### config.mk
export PLATFORM = sky130hd
export DESIGN_NAME = xlat_walker
export DESIGN_NICKNAME = d
export VERILOG_FILES = /design/src/rtl/xlat_pkg.sv /design/src/rtl/xlat_index_calc.sv /design/src/rtl/xlat_page_merge.sv /design/src/rtl/xlat_walker.sv
export SDC_FILE = /design/constraint.sdc
export NUM_CORES = 1
export LEC_CHECK = 0
export ABC_AREA = 0
export ABC_CLOCK_PERIOD_IN_PS = 10800
export BUFFER_PORTS_ARGS = -buffer_cell sky130_fd_sc_hd__buf_2
export CAP_MARGIN = 20
export CORE_ASPECT_RATIO = 1.25
export CORE_MARGIN = 3
export CORE_UTILIZATION = 55
export DETAILED_ROUTE_END_ITERATION = 10
export PLACE_DENSITY = 0.81
export SLEW_MARGIN = 15
export SYNTH_ARGS = -nofsm -noshare
export SYNTH_HDL_FRONTEND = slang
export SYNTH_HIERARCHICAL = 1
export SYNTH_SLANG_ARGS = --single-unit
### constraint.sdc
create_clock -name clk -period 10.8 [get_ports clk]
set_input_delay 2.16 -clock clk [delete_from_list [all_inputs] [get_ports clk]]
set_output_delay 2.16 -clock clk [all_outputs]
set_load 0.05 [all_outputs]
### src/rtl/xlat_pkg.sv
package xlat_pkg;
  localparam int VA_W       = 32;
  localparam int FLD_W      = 4;
  localparam int NUM_LVL    = 3;
  localparam int EN_BIT     = 31;
  localparam int SUPSEL_BIT = 25;
  localparam int SKIP_LSB   = 16;
  localparam int LVL0_LSB   = 12;
  localparam int ROOT_TYPE_LSB = 32;
  localparam int PAGE_CLR   = 8;
  localparam int BASE_CLR   = 4;

  localparam logic [1:0] DT_INVALID = 2'd0;
  localparam logic [1:0] DT_PAGE    = 2'd1;
  localparam logic [1:0] DT_SHORT   = 2'd2;
  localparam logic [1:0] DT_LONG    = 2'd3;

  typedef enum logic [1:0] {
    ST_IDLE = 2'd0,
    ST_HEAD = 2'd1,
    ST_TAIL = 2'd2
  } walk_st_e;
endpackage

### src/rtl/xlat_index_calc.sv
module xlat_index_calc #(
  parameter int VW = 32,
  parameter int FW = 4,
  parameter int SW = 6
) (
  input  logic [VW-1:0] vaddr,
  input  logic [SW-1:0] skip,
  input  logic [FW-1:0] width,
  input  logic [VW-1:0] base,
  input  logic          long_fmt,
  input  logic          tail,
  output logic [VW-1:0] entry_addr
);
  localparam logic [SW-1:0] VW_S = SW'(VW);

  logic [VW-1:0] shl;
  logic [VW-1:0] idx;
  logic [VW-1:0] scaled;
  logic [SW-1:0] rsh;

  always_comb begin
    shl    = vaddr << skip;
    rsh    = VW_S - SW'(width);
    idx    = (width == '0) ? '0 : (shl >> rsh);
    scaled = long_fmt ? (idx << 3) : (idx << 2);
    entry_addr = base + scaled + (tail ? VW'(4) : '0);
  end
endmodule

### src/rtl/xlat_page_merge.sv
module xlat_page_merge #(
  parameter int VW  = 32,
  parameter int SW  = 6,
  parameter int CLR = 8
) (
  input  logic [VW-1:0] vaddr,
  input  logic [SW-1:0] used,
  input  logic [VW-1:0] page_word,
  output logic [VW-1:0] paddr
);
  localparam logic [SW-1:0] VW_S = SW'(VW);

  logic [VW-1:0] keep_mask;
  logic [VW-1:0] frame;

  always_comb begin
    keep_mask = (used >= VW_S) ? '0 : ({VW{1'b1}} >> used);
    frame     = {page_word[VW-1:CLR], {CLR{1'b0}}};
    paddr     = frame + (vaddr & keep_mask);
  end
endmodule

### src/rtl/xlat_walker.sv
module xlat_walker
  import xlat_pkg::*;
#(
  parameter int LVLS = NUM_LVL,
  parameter int FW   = FLD_W,
  parameter int VW   = VA_W
) (
  input  logic          clk,
  input  logic          rst_n,
  input  logic          req_valid,
  input  logic [31:0]   req_addr,
  input  logic          req_super,
  input  logic [31:0]   ctrl_word,
  input  logic [63:0]   sup_root,
  input  logic [63:0]   usr_root,
  output logic          mem_req,
  output logic [31:0]   mem_addr,
  input  logic          mem_ack,
  input  logic [31:0]   mem_rdata,
  output logic          done,
  output logic [31:0]   phys_addr,
  output logic          fault
);
  localparam int LW = (LVLS > 1) ? $clog2(LVLS) : 1;
  localparam int SW = $clog2(((1 << FW) - 1) * (LVLS + 1) + 1);
  localparam logic [LW-1:0] LAST_LVL = LW'(LVLS - 1);

  walk_st_e      st_q, st_n;
  logic [LW-1:0] lvl_q, lvl_n;
  logic [VW-1:0] laddr_q, laddr_n;
  logic [FW-1:0] skip_q, skip_n;
  logic [FW-1:0] wid_q [LVLS];
  logic [FW-1:0] wid_n [LVLS];
  logic [VW-1:0] base_q, base_n;
  logic          long_q, long_n;
  logic [1:0]    head_q, head_n;
  logic [VW-1:0] pa_q, pa_n;
  logic          done_q, done_n;
  logic          fault_q, fault_n;

  logic          accept;
  logic          use_sup;
  logic [63:0]   root_sel;
  logic [1:0]    root_type;
  logic          step;
  logic [1:0]    step_type;
  logic          cap_en;
  logic          walk_en;

  logic [SW-1:0] pre [LVLS+1];
  logic [SW-1:0] cur_pre;
  logic [FW-1:0] cur_w;
  logic [SW-1:0] cur_used;
  logic [VW-1:0] page_pa;

  // Prefix sums of consumed bits, one stage per level
  assign pre[0] = SW'(skip_q);
  generate
    for (genvar k = 0; k < LVLS; k++) begin : g_pre
      assign pre[k+1] = pre[k] + SW'(wid_q[k]);
    end
  endgenerate

  assign cur_pre  = pre[lvl_q];
  assign cur_w    = wid_q[lvl_q];
  assign cur_used = cur_pre + SW'(cur_w);

  xlat_index_calc #(.VW(VW), .FW(FW), .SW(SW)) u_idx (
    .vaddr      (laddr_q),
    .skip       (cur_pre),
    .width      (cur_w),
    .base       (base_q),
    .long_fmt   (long_q),
    .tail       (st_q == ST_TAIL),
    .entry_addr (mem_addr)
  );

  xlat_page_merge #(.VW(VW), .SW(SW), .CLR(PAGE_CLR)) u_pg (
    .vaddr     (laddr_q),
    .used      (cur_used),
    .page_word (mem_rdata),
    .paddr     (page_pa)
  );

  assign accept    = (st_q == ST_IDLE) && req_valid && !done_q && !fault_q;
  assign use_sup   = ctrl_word[SUPSEL_BIT] && req_super;
  assign root_sel  = use_sup ? sup_root : usr_root;
  assign root_type = root_sel[ROOT_TYPE_LSB +: 2];

  // Next-state logic
  always_comb begin
    st_n      = st_q;
    lvl_n     = lvl_q;
    laddr_n   = laddr_q;
    skip_n    = skip_q;
    wid_n     = wid_q;
    base_n    = base_q;
    long_n    = long_q;
    head_n    = head_q;
    pa_n      = pa_q;
    done_n    = 1'b0;
    fault_n   = 1'b0;
    step      = 1'b0;
    step_type = DT_INVALID;

    case (st_q)
      ST_IDLE: begin
        if (accept) begin
          laddr_n = req_addr;
          skip_n  = ctrl_word[SKIP_LSB +: FW];
          for (int k = 0; k < LVLS; k++) begin
            wid_n[k] = ctrl_word[LVL0_LSB - k*FW +: FW];
          end
          if (!ctrl_word[EN_BIT]) begin
            done_n = 1'b1;
            pa_n   = req_addr;
          end else if (!root_type[1]) begin
            fault_n = 1'b1;
          end else begin
            base_n = {root_sel[VW-1:2], 2'b00};
            long_n = root_type[0];
            lvl_n  = '0;
            st_n   = ST_HEAD;
          end
        end
      end
      ST_HEAD: begin
        if (mem_ack) begin
          if (long_q) begin
            head_n = mem_rdata[1:0];
            st_n   = ST_TAIL;
          end else begin
            step      = 1'b1;
            step_type = mem_rdata[1:0];
          end
        end
      end
      ST_TAIL: begin
        if (mem_ack) begin
          step      = 1'b1;
          step_type = head_q;
        end
      end
      default: st_n = ST_IDLE;
    endcase

    if (step) begin
      st_n = ST_IDLE;
      case (step_type)
        DT_PAGE: begin
          done_n = 1'b1;
          pa_n   = page_pa;
        end
        DT_SHORT, DT_LONG: begin
          if (lvl_q == LAST_LVL) begin
            fault_n = 1'b1;
          end else begin
            base_n = {mem_rdata[VW-1:BASE_CLR], {BASE_CLR{1'b0}}};
            long_n = step_type[0];
            lvl_n  = lvl_q + 1'b1;
            st_n   = ST_HEAD;
          end
        end
        default: fault_n = 1'b1;
      endcase
    end
  end

  assign cap_en  = accept;
  assign walk_en = (st_q != ST_IDLE) && mem_ack;

  // Registers
  always_ff @(posedge clk or negedge rst_n) begin
    if (!rst_n) begin
      st_q    <= ST_IDLE;
      lvl_q   <= '0;
      laddr_q <= '0;
      skip_q  <= '0;
      for (int k = 0; k < LVLS; k++) wid_q[k] <= '0;
      base_q  <= '0;
      long_q  <= 1'b0;
      head_q  <= DT_INVALID;
      pa_q    <= '0;
      done_q  <= 1'b0;
      fault_q <= 1'b0;
    end else begin
      st_q    <= st_n;
      done_q  <= done_n;
      fault_q <= fault_n;
      if (cap_en) begin
        laddr_q <= laddr_n;
        skip_q  <= skip_n;
        for (int k = 0; k < LVLS; k++) wid_q[k] <= wid_n[k];
      end
      if (cap_en || walk_en) begin
        lvl_q  <= lvl_n;
        base_q <= base_n;
        long_q <= long_n;
        head_q <= head_n;
        pa_q   <= pa_n;
      end
    end
  end

  assign mem_req   = (st_q != ST_IDLE);
  assign done      = done_q;
  assign fault     = fault_q;
  assign phys_addr = pa_q;

  // Checks next to the sequencer
  assert_passthru_R1: assert property (@(posedge clk) disable iff (!rst_n)
    (accept && !ctrl_word[EN_BIT]) |=> (done && !mem_req && phys_addr == $past(req_addr)))
    else $error("pass-through mismatch");

  assert_excl_R11: assert property (@(posedge clk) disable iff (!rst_n)
    !(done && fault))
    else $error("done and fault together");

  assert_pulse_R11: assert property (@(posedge clk) disable iff (!rst_n)
    (done || fault) |=> !(done || fault))
    else $error("completion longer than one cycle");

  assert_hold_R11: assert property (@(posedge clk) disable iff (!rst_n)
    (mem_req && !mem_ack) |=> (mem_req && $stable(mem_addr)))
    else $error("read request dropped or moved before ack");

  assert_quiet_R12: assert property (@(posedge clk) disable iff (!rst_n)
    (done || fault) |-> !mem_req)
    else $error("read outstanding at completion");
endmodule

Word level (Yosys, flattened, before mapping). Cells that the tools add are included.

Register bits after elaboration: 121. Input bits: 229. Output and inout bits: 67. Logic and storage cells: 122.

$add $sub $neg: 9. $lt $le $gt $ge: 2. Eq/ne operators: 12. Shifts and indexed selects: 3. Muxes and demuxes: 66. Bitwise operators: 2. Reduce and logical (&&, ||, !) cells: 15.

Operator list (number): two-way mux 32 bit (14); adder 32 bit (2); two-way mux 34 bit (1); adder 32 x 3 -> 32 bit (1); bitwise AND 32 bit (1); two-way mux 2 bit (16); << shifter 32 x 6 -> 32 bit (1); >> shifter 32 x 6 -> 30 bit (1); >> shifter 32 x 6 -> 32 bit (first input constant) (1); two-way mux 30 bit (1); two-way mux 1 bit (23); inequality test 3 bit (second input constant) (5); adder 6 x 4 -> 6 bit (2); binary-select mux 6 bit (select 2 bit) (1); two-way mux 6 bit (2); binary-select mux 4 bit (select 2 bit) (1); == test 2 bit (second input constant) (4); two-way mux 4 bit (2); adder 5 x 4 -> 6 bit (1); greater-or-equal comparator 6 bit (second input constant) (1); case mux 2 bit (3 select lines) (1); AND reduction 6 bit (1); subtractor 6 x 4 -> 6 bit (first input constant) (1); adder 4 x 4 -> 5 bit (1); other kinds (17) (24).

Logic depth before layout (Yosys ltp). Gate-level depths: netlist of the first run.

Depth in word-level cells: 13. Depth in mapped cells: 36. Mapped depth without buffers: 34.

By module. The synthesis of the first run kept the hierarchy.

Modules (own cells, without submodules): xlat_walker (times used 1, cells an instance 578, area each 6137.1 sq um, sequential area each 3027.9 sq um); xlat_index_calc (times used 1, cells an instance 607, area each 4885.9 sq um, sequential area each 0.0 sq um); xlat_page_merge (times used 1, cells an instance 256, area each 1780.5 sq um, sequential area each 0.0 sq um).

Least setup slack after synthesis of the first run. Ideal clock, no wire load.

Path kind: register to output. From: register wid_q[8] (netlist bit). To: output port mem_addr[19]. Data arrival time: 8.998 ns. Data required time: 8.640 ns. Path slack: -0.358 ns. Cell stages (with the launch flop): 31. Buffers on the path: 1. Path through: dfrtp_1 ha_1 fa_1 inv_1 fa_1 inv_1 ha_1 a21o_1 a211oi_1 nor2_1 mux4_2 buf_2 mux4_2 mux4_2 a221oi_4 or2_1 o221ai_2 mux2i_4 o221ai_2 mux2_2 ha_1 ha_1 fa_1 a211oi_1 o21bai_1 a21oi_1 a21boi_0 o21ai_0 a21boi_0 o21a_1 o311ai_0.

Cells in the longest elaborated chain, start to end: 12. Elaborated cells on any way between the ends: 17. Those cells by class: add/sub (6); shift (2); mux (8); reduce/logical (1).

RTL lines: from (decl) (line xlat_walker.sv:32) `logic [FW-1:0] wid_q [LVLS];`; adder 4 x 4 -> 5 bit * (line xlat_walker.sv:60) `assign pre[k+1] = pre[k] + SW'(wid_q[k]);`; adder 5 x 4 -> 6 bit (line xlat_walker.sv:60); adder 6 x 4 -> 6 bit (line xlat_walker.sv:60); binary-select mux 6 bit (select 2 bit) * (line xlat_walker.sv:64) `assign cur_pre = pre[lvl_q];`; two-way mux 6 bit (implied by the code) * (2 in series) (line xlat_walker.sv:64); net cur_pre[3] (line xlat_walker.sv:51) `logic [SW-1:0] cur_pre;`; << shifter 32 x 6 -> 32 bit * (line xlat_index_calc.sv:22) `shl = vaddr << skip;`; >> shifter 32 x 6 -> 30 bit * (line xlat_index_calc.sv:24) `idx = (width == '0) ? '0 : (shl >> rsh);`; two-way mux 30 bit * (line xlat_index_calc.sv:24); two-way mux 32 bit * (line xlat_index_calc.sv:25) `scaled = long_fmt ? (idx << 3) : (idx << 2);`; adder 32 bit * (line xlat_index_calc.sv:26) `entry_addr = base + scaled + (tail ? VW'(4) : '0);`; adder 32 x 3 -> 32 bit * (line xlat_index_calc.sv:26); to (decl) (line xlat_walker.sv:17) `output logic [31:0] mem_addr,`.

Mark *: on every way through the listed nets, which the timed path passes. The rest lies on a longest branch. The select of a mux whose other input is x is not followed.

Worst setup path after layout of the first run.
From: register skip_q[0]. To: output port mem_addr[26].

Cells in the longest elaborated chain, start to end: 12.

RTL lines: from (decl) (line xlat_walker.sv:31) `logic [FW-1:0] skip_q, skip_n;`; from (signal assigned) (line xlat_walker.sv:192) `skip_q <= skip_n;`; adder 4 x 4 -> 5 bit * (line xlat_walker.sv:60); adder 5 x 4 -> 6 bit (line xlat_walker.sv:60); adder 6 x 4 -> 6 bit (line xlat_walker.sv:60); binary-select mux 6 bit (select 2 bit) * (line xlat_walker.sv:64); two-way mux 6 bit (implied by the code) * (2 in series) (line xlat_walker.sv:64); net cur_pre[3] (line xlat_walker.sv:51); << shifter 32 x 6 -> 32 bit * (line xlat_index_calc.sv:22); >> shifter 32 x 6 -> 30 bit * (line xlat_index_calc.sv:24); two-way mux 30 bit * (line xlat_index_calc.sv:24); two-way mux 32 bit * (line xlat_index_calc.sv:25); adder 32 bit * (line xlat_index_calc.sv:26); adder 32 x 3 -> 32 bit * (line xlat_index_calc.sv:26).

Marked as above.

==> results by group, run 1 <==
Outcome
  – Status: finished clean

Logic synthesis
  – Main flop type after synthesis: dfrtp_1
  – Fraction of registers with async set/reset: 100%
  – Number of synthesized flops with an enable pin: 0
  – Synthesized flop and latch total: 121
  – Synth Instances: between 1000 and 1500
  – Top-area cell type share of the netlist area: around a quarter
  – Post-synthesis sequential area ratio: 23.6%
  – Yosys top cell by area: dfrtp_1
  – Synthesized cell area: around 0.013 sq mm
  – Yosys cell types: 93
  – Post-synthesis area per instance: 8.89 sq um
  – Largest cells by area after synthesis: dfrtp_1 (24%), ha_1 (9.7%), mux4_2 (7.7%)
  – Synth Warn #: 6

Global routing
  – GRT Overall Usage: 32.2%
  – Number of global-route vias before repair: 12200
  – Antenna violations before repair: 1
  – Gr ovfl total: 0
  – Global-route wire length before repair: ~65000 um
  – Largest net degree at the start of global routing: 64

Clock network
  – Worst-Skew Late Latency: 0.43 ns
  – Clock sink total: approximately 120
  – Depth of the CTS H-tree: 4
  – CTS tree: done
  – Root Driver: clkbuf_16
  – Clk buf depth: 2
  – Worst-path clk slew: 0.07 ns
  – CTS buffer count: 17

Critical path
  – Highest fanout seen on the critical path: 10
  – Critical path endpoint category: primary output
  – Most frequent CP cell: ha_1
  – Crit path required time: 8.64 ns
  – Max incr delay on CP: 0.55 ns
  – CP arrival: 8.45 ns
  – Startpoint type of the worst setup path: flop
  – Critical path class: reg -> out
  – Crit-path slowest cell: mux4_2

Routing
  – DR vias/cell: just under 7
  – Post-route ant nets: 0
  – Wirelength, routed: ~43000 um
  – # DRC: 0
  – Via count: ~13000
  – Starting DRT DRC Count: 1380
  – Pre-antenna DRT Iters: 8
  – WL/cell: 21.8 um

Finish
  – Area grow syn2layout: 20.8%
  – Reg area: 0.00303 sq mm
  – Multi-input gate area: between 0.009 and 0.01 sq mm
  – Nets: about 2000
  – Most frequent cells in the layout: buf_2 (210), nand2_1 (164), dfrtp_1 (120)
  – Layout cells sized above 1: 30.7%
  – Commonest non-fill, non-tap cell in the layout: buf_2
  – Fill count: 1738
  – Design area: 0.0155 sq mm
  – Non-Filler Instances: just under 2000
  – Final cell utilization of the core: between 60% and 70%

Placement
  – DP HPWL: approximately 32000 um
  – PortBufs: 215
  – DP Worst Slack: -0.0187 ns
  – Placed cells: ~1900
  – Placed inst area: 0.0143 sq mm
  – Routability cong.: 1.05

Floorplan
  – Chip height: 177 um
  – # rows: 61
  – Die X: around 140 um
  – Initial Util: 56.7%
  – Core region area: 0.0226 sq mm
  – Num ports: ~300
  – Die area: 0.0252 sq mm

Hold path
  – Min-delay worst type: reg -> reg

Timing
  – Worst slew pin tran: 1.07 ns
  – Worst Setup Slack, final: 0.190 ns
  – Hold Vio Cnt, Final: 0
  – Fin crit period: roughly 11 ns
  – Crit share post-route: between 90% and 100%
  – Fin. max-slew vios: 0
  – Final setup viols: 0
  – Rel. slew slack: 28.6%
  – Skew final: between 0.015 and 0.02 ns
  – Highest Clock Rate: around 94 MHz

Run
  – Max-cap violations: 0
metrics by stage:
| stage | hold slack [ns] | TNS (ns) |
|---|---|---|
| global placement | 0.465 | 0 |
| finish | 0.484 | 0 |
| floorplan | 0.455 | 0 |
| global route | 0.516 | -0.140 |
| CTS | 0.488 | 0 |
| detailed placement | 0.470 | -0.0372 |
state kept, by name, summed over array words and instances, names as in the netlist, 2 cells and up:
name,cells
base_q,32
laddr_q,32
phys_addr,32
wid_q,12
skip_q,4
head_q,2
lvl_q,2
st_q,2
metal layers:
layer | vias to the layer above | global-route usage (%) | share of wire [%]
met1 | 6328 | 43.3 | 40
met5 | - | 0 | 0
met4 | 0 | 13.7 | 4.7
met2 | 830 | 51.9 | 46
li1 | 5938 | - | -
met3 | 160 | 4.50 | 8.9
cells by family after synthesis:
group,after synthesis,share of synthesized area (%)
flops,121,23.6
simple gates,438,16.5
compound gates,439,24.2
mux,155,17.2
other cells,1,0.0293
xor+xnor,47,3.22
fa+ha+maj,106,10.8
buf+inv,134,4.45
worst max-delay path: cells and delay by family (launching register included):
family	cells	cell delay [ns]
buffers and inverters	5	0.86
adders and majority gates	6	1.78
AOI/OAI and AO/OA	15	3.10
muxes	3	1.24
xor gates and xnor gates	1	0.19
and+or+nand+nor	5	0.48
DFF	1	0.40
repair_timing:
action	4_1_cts	5_1_grt
setup endpoints to repair	15	17
pin swaps	1	37
gates cloned	0	2
buffers inserted	2	14
hold buffers	0	0
gates resized for setup	12	86
cells in the mapped netlist, types with 10 or more instances:
library cell and count:
a221o_1 31, nand2b_1 16, ha_1 99, xor2_1 14, a22oi_1 10, a211oi_1 12
mux2_2 66, o21a_1 11, inv_1 44, a21o_1 23, clkbuf_1 48, xnor2_1 33
o21bai_1 13, o21ai_1 16, dfrtp_1 121, nand4_1 11, a21oi_1 103, nor2_1 93
o21ai_0 55, o211a_1 14, o22ai_1 33, and3_1 25, nand3_1 26, mux2i_1 44
nand2_1 165, buf_1 11, nor3_1 30, mux4_2 44, buf_2 19
area by class of cell:
cell class              count  share of cell area [%]
diodes                      1                  0.0162
inverters                  45                    1.12
well taps                 283                    2.29
multi-input cells        1199                    62.8
clock buffers              18                    2.84
repair buffers            280                    10.5
clock inverters            14                   0.866
flip-flops and latches    121                    19.6
path summary, 6_finish.rpt:
path,cells after the start,endpoint,start,slack [ns]
worst max-delay path,35,mem_addr[26],skip_q[0],0.19
worst min-delay path,1,base_q[1],base_q[1],0.48
worst max register to register,22,phys_addr[31],skip_q[0],3.20
worst min register to register,1,base_q[1],base_q[1],0.48
max in group asynchronous,2,wid_q[9],rst_n,7.62
min in group asynchronous,1,phys_addr[29],rst_n,1.82
Power of run 1 is not shown: default switching activity piles up to over one toggle a cycle in this logic, so the estimate is an artifact.
==> run 2, diff against run 1 <==
--- a/config.mk
+++ b/config.mk
@@ -9,11 +9,12 @@
 export ABC_CLOCK_PERIOD_IN_PS = 10800
 export BUFFER_PORTS_ARGS = -buffer_cell sky130_fd_sc_hd__buf_2
 export CAP_MARGIN = 20
+export CELL_PAD_IN_SITES_DETAIL_PLACEMENT = 1
+export CELL_PAD_IN_SITES_GLOBAL_PLACEMENT = 1
 export CORE_ASPECT_RATIO = 1.25
-export CORE_MARGIN = 3
-export CORE_UTILIZATION = 55
+export CORE_UTILIZATION = 42
 export DETAILED_ROUTE_END_ITERATION = 10
-export PLACE_DENSITY = 0.81
+export PLACE_DENSITY_LB_ADDON = 0.05
 export SLEW_MARGIN = 15
 export SYNTH_ARGS = -nofsm -noshare
 export SYNTH_HDL_FRONTEND = slang
==> run 2 against run 1 <==
Non-clock buffer count increased by 19. Hold slack got worse by 0.0054 ns. First-iteration DRC count decreased by 42%. Design area increased by 2.4%.
==> results by group, run 2 (same netlist as run 1, synthesis figures left out) <==
Routing
  – DR vias/cell: 6.20 (-8.3%)
  – Post-route ant nets: 0 (unchanged)
  – Via count: 13000 (-1.9%)
  – Pre-antenna DRT Iters: 5 (-3)
  – Starting DRT DRC Count: 802 (-42%)
  – Wirelength, routed: 49500 um (+16%)
  – # DRC: 0 (unchanged)
  – WL/cell: 23.6 um (+8.0%)

Floorplan
  – # rows: 71 (+16%)
  – Die X: 158 um (+11%)
  – Num ports: 296 (unchanged)
  – Core region area: 0.0300 sq mm (+33%)
  – Chip height: 197 um (+12%)
  – Initial Util: 42.6% (-14 points)
  – Die area: 0.0312 sq mm (+24%)

Hold path
  – Worst Hold End: base_q[1]
  – Min-delay src: base_q[1]
  – Hold Crit Depth: 1 (unchanged)
  – Min-delay worst type: reg -> reg

Critical path
  – Reg2Reg Depth: 24 (+9.1%)
  – Critical path endpoint category: primary output
  – R2R Path Start: wid_q[9]
  – Crit path required time: 8.64 ns (about the same)
  – CP arrival: 8.58 ns (+0.13 ns)
  – Most frequent CP cell: mux4_2
  – Flop2flop setup slack: 2.91 ns (-0.29 ns)
  – Critical path class: reg -> out
  – RR Endpoint: phys_addr[17]
  – Highest fanout seen on the critical path: 9 (-1)
  – Max incr delay on CP: 0.62 ns (+0.07 ns)
  – Crit-path slowest cell: mux4_2
  – Startpoint type of the worst setup path: flop

Timing
  – Crit share post-route: 99.4% (+1.2 points)
  – Hold Vio Cnt, Final: 0 (unchanged)
  – Final setup viols: 0 (unchanged)
  – Fin. max-slew vios: 0 (unchanged)
  – Rel. slew slack: 27.0% (-1.5 points)
  – Unrepaired setup endpoints after global routing: yes
  – Highest Clock Rate: 93.1 MHz (-1.2%)
  – Worst slew pin tran: 1.09 ns (+0.0264 ns)
  – Skew final: 0.0106 ns (-0.00570 ns)
  – Setup TNS: 0 ns (unchanged)
  – Fin crit period: 10.74 ns (+0.127 ns)

Finish
  – Nets: 2019 (+1.0%)
  – Antenna Cells: 0 (-1)
  – Area grow syn2layout: 23.7%
  – Layout cells sized above 1: 31.8% (+1.1 points)
  – Commonest non-fill, non-tap cell in the layout: buf_2
  – Non-Filler Instances: 2098 (+7.0%)
  – Most frequent cells in the layout: buf_2 (208), nand2_1 (165), dfrtp_1 (118)
  – Design area: 0.0158 sq mm (+2.4%)

Clock network
  – Clock sink total: 121 (unchanged)
  – CTS tree: done
  – Root Driver: clkbuf_16
  – CTS buffer count: 17 (unchanged)
  – Worst-Skew Late Latency: 0.44 ns (about the same)
  – Clk buf depth: 2 (unchanged)
  – Hold_buf cts: 0 (unchanged)
  – Depth of the CTS H-tree: 4 (unchanged)
  – Worst-path clk slew: 0.07 ns (about the same)

Outcome
  – Status: finished clean

Placement
  – PortBufs: 215 (unchanged)
  – DP HPWL: 37000 um (+16%)
  – Routability cong.: 0.938 (-10%)
  – Placed inst area: 0.0145 sq mm (+1.4%)
  – Placed cells: 2034 (+6.5%)

Global routing
  – Met1 Track Usage GR: 40.1% (-3.2 points)
  – Gr ovfl total: 0 (unchanged)
  – Antenna violations before repair: 1 (unchanged)
  – Met3 usage: 3.69% (-0.81 points)
  – Routing usage on met2: 52.5% (+0.62 points)
  – Global-route wire length before repair: 73200 um (+13%)
  – Number of global-route vias before repair: 13000 (+6.2%)
  – Largest net degree at the start of global routing: 77 (+20%)
  – Most Used Layer, Global Route: met2
  – GRT Overall Usage: 30.9% (-1.3 points)

Run
  – Max-cap violations: 0 (unchanged)
run 2: changes by cell type in the layout (fill, tap and decap cells not counted), moves of 3 or more:
cell and change:
inv_8 +3, o22ai_1 -4, buf_4 +18, o22ai_2 +5
run 2: cell type report:
class / count / area (sq um)
Fill cell: 3549 / 14200
Multi-Input combinational cell: 1200 / 9740
Sequential cell: 121 / 3030
Timing Repair Buffer: 299 / 1810
Tap cell: 401 / 502
Clock buffer: 18 / 439
Inverter: 45 / 173
Clock inverter: 14 / 149
run 2: worst max-delay path by stage:
stage	startpoint	end
global route	wid_q[9]	mem_addr[31]
CTS	wid_q[8]	mem_addr[31]
finish	wid_q[9]	mem_addr[31]
floorplan	wid_q[8]	mem_addr[19]
global placement	wid_q[8]	mem_addr[31]
detailed placement	wid_q[9]	mem_addr[27]
run 2: through the flow:
step	util, %	hold slack (ns)	setup WS (ns)
2_1_floorplan	-	0.455	0.237
3_3_place_gp	48.2	0.466	0.0385
3_5_place_dp	48.2	0.469	-0.108
4_1_cts	50.8	0.485	0.00413
5_1_grt	52.8	0.497	-0.181
6_report	52.8	0.479	0.0630
run 2: timing repair:
action                     CTS  global route
setup endpoints to repair   16            18
gates cloned                 1             4
resized for setup           28            73
setup buffers                6            22
pin swaps                   12            44
run 2: metal layers:
metal  share of wire, %  routed length, um
met1                 43              21300
met2                 48              23800
met3                5.7               2820
met4                3.1               1510
met5              0.026                 13
run 2: critical path: cells and delay by family (launching register included):
| kind | cells | cell delay (ns) |
|---|---|---|
| AO/OA/AOI/OAI | 12 | 2.39 |
| XOR/XNOR | 2 | 0.45 |
| adder cells (fa/ha/maj) | 5 | 1.90 |
| buffers and inverters | 7 | 1.14 |
| flip-flops | 1 | 0.46 |
| multiplexers | 3 | 1.55 |
| AND/OR/NAND/NOR | 2 | 0.23 |
Power of run 2 is left out for the same reason.
==> run 3, diff against run 2 <==
--- a/config.mk
+++ b/config.mk
@@ -14,6 +14,7 @@
 export CORE_ASPECT_RATIO = 1.25
 export CORE_UTILIZATION = 42
 export DETAILED_ROUTE_END_ITERATION = 10
+export MAX_ROUTING_LAYER = met4
 export PLACE_DENSITY_LB_ADDON = 0.05
 export SLEW_MARGIN = 15
 export SYNTH_ARGS = -nofsm -noshare
==> run 3 against run 2 <==
Count of clock-buffer cells in the layout decreased by 1. Global-route usage increased by 0.96 points. First-iteration DRC count decreased by 19%. Hold slack improved by 0.0043 ns. Design area decreased by 0.32%. Register-to-register slack improved by 0.22 ns. Cell count decreased by 0.14%.
==> results by group, run 3 (same netlist as run 1, synthesis figures left out) <==
Placement
  – DP Worst Slack: -0.186 ns (-0.0782 ns)
  – Placed inst area: 0.0145 sq mm (+0.28%)
  – DP HPWL: 37000 um (about the same)
  – Routability cong.: 0.940 (+0.26%)
  – PortBufs: 215 (unchanged)

Critical path
  – Max incr delay on CP: 0.60 ns (-0.02 ns)
  – Top delay family on crit path: compound AO/OA/AOI/OAI gates
  – Reg2Reg Depth: 26 (+8.3%)
  – Crit path buf inv count: 8 (+1)
  – Critical path class: reg -> out
  – CP arrival: 8.42 ns (-0.16 ns)
  – Flop2flop setup slack: 3.13 ns (+0.22 ns)
  – Crit-path slowest cell: fa_2
  – Most frequent CP cell: buf_4
  – Critical Path Stages: 33 (+6.5%)
  – Highest fanout seen on the critical path: 6 (-3)
  – Crit path required time: 8.64 ns (about the same)
  – Critical path endpoint category: primary output
  – Startpoint type of the worst setup path: flop

Clock network
  – CTS buffer count: 17 (unchanged)
  – Depth of the CTS H-tree: 4 (unchanged)
  – Root Driver: clkbuf_16
  – CTS tree: done
  – Worst-Skew Late Latency: 0.43 ns (about the same)
  – Clock sink total: 121 (unchanged)
  – Hold_buf cts: 0 (unchanged)
  – Clk buf depth: 2 (unchanged)
  – Worst-path clk slew: 0.06 ns (about the same)

Finish
  – Design area: 0.0158 sq mm (-0.32%)
  – Final cell utilization of the core: 52.6% (-0.17 points)
  – Layout cells sized above 1: 31.8% (+0.075 points)
  – Nets: 2015 (-0.20%)
  – Fill count: 3595 (+1.3%)
  – Area grow syn2layout: 23.3%
  – Commonest non-fill, non-tap cell in the layout: buf_2
  – Most frequent cells in the layout: buf_2 (210), nand2_1 (165), dfrtp_1 (120)

Hold path
  – Hold Crit Depth: 1 (unchanged)
  – Min-delay worst type: reg -> reg

Timing
  – Setup TNS: 0 ns (unchanged)
  – Skew final: 0.00998 ns (-0.000568 ns)
  – Worst Setup Slack, final: 0.216 ns (+0.153 ns)
  – Highest Clock Rate: 94.5 MHz (+1.4%)
  – Final setup viols: 0 (unchanged)
  – Rel. slew slack: 29.3% (+2.3 points)
  – Hold Vio Cnt, Final: 0 (unchanged)
  – Fin crit period: 10.58 ns (-0.153 ns)
  – Fin. max-slew vios: 0 (unchanged)
  – Worst slew pin tran: 1.06 ns (-0.0341 ns)
  – Crit share post-route: 98.0% (-1.4 points)

Global routing
  – Largest net degree at the start of global routing: 68 (-12%)
  – Global-route wire length before repair: 73300 um (+0.22%)
  – GRT Overall Usage: 31.8% (+0.96 points)
  – Antenna violations before repair: 0 (-1)
  – Number of global-route vias before repair: 13000 (+0.21%)
  – Gr ovfl total: 0 (unchanged)

Floorplan
  – Chip height: 197 um (unchanged)
  – Die area: 0.0312 sq mm (unchanged)
  – Initial Util: 42.6% (unchanged)
  – Die X: 158 um (unchanged)
  – # rows: 71 (unchanged)
  – Core region area: 0.0300 sq mm (unchanged)
  – Num ports: 296 (unchanged)

Routing
  – Post-route ant nets: 0 (unchanged)
  – DR vias/cell: 6.16 (-0.50%)
  – Starting DRT DRC Count: 649 (-19%)
  – Pre-antenna DRT Iters: 5 (unchanged)
  – Wirelength, routed: 48200 um (-2.4%)
  – WL/cell: 23.0 um (-2.3%)
  – # DRC: 0 (unchanged)
  – Via count: 12900 (-0.64%)

Run
  – Max-cap violations: 0 (unchanged)

Outcome
  – Status: finished clean
## run 3: cell types whose count changed in the layout (fill, tap and decap cells not counted), moves of 3 or more
cell	before	now
ha_1	89	84
ha_4	9	14
clkinv_2	0	4
o22ai_1	25	29
o22ai_2	8	4
clkinv_4	1	4
## run 3: timing repair
action                                  4_1_cts  5_1_grt
buffers inserted                              3       16
resized for setup                            27       76
pin swaps                                     6       38
gates cloned                                  1        1
endpoints found under the setup margin       17       17
## run 3: stage by stage
step                      cells  hold WS [ns]
after floorplan            1452         0.455
after global placement     2041         0.467
after detailed placement   2041         0.466
after CTS                  2077         0.486
after global routing       2094         0.509
final                      2095         0.483
## run 3: final timing paths
| kind | from | to |
|---|---|---|
| max in group asynchronous | rst_n | laddr_q[9] |
| min in group asynchronous | rst_n | skip_q[3] |
| min | base_q[0] | base_q[0] |
| min reg2reg | base_q[0] | base_q[0] |
| max reg2reg | wid_q[8] | phys_addr[17] |
| max | wid_q[8] | mem_addr[30] |
## run 3: cell type report
type / count / area [sq um] / area share (%)
diodes: 1 / 2.50 / 0.0158
clock buffers: 17 / 425 / 2.69
clock inverters: 15 / 140 / 0.887
inverters: 45 / 173 / 1.09
multi-input cells: 1198 / 9760 / 61.8
flip-flops and latches: 121 / 3030 / 19.2
well taps: 401 / 502 / 3.18
repair buffers: 297 / 1760 / 11.1
## run 3: per-layer routing
layer  vias to the layer above  GRT usage [%]  share of wire [%]
li1                       5947              -                  -
met1                      6387           40.1                 43
met2                       483           52.3                 48
met3                        98           3.38                5.2
met4                         0           11.9                3.5
met5                         -              -                  0
Power of run 3 is left out for the same reason.
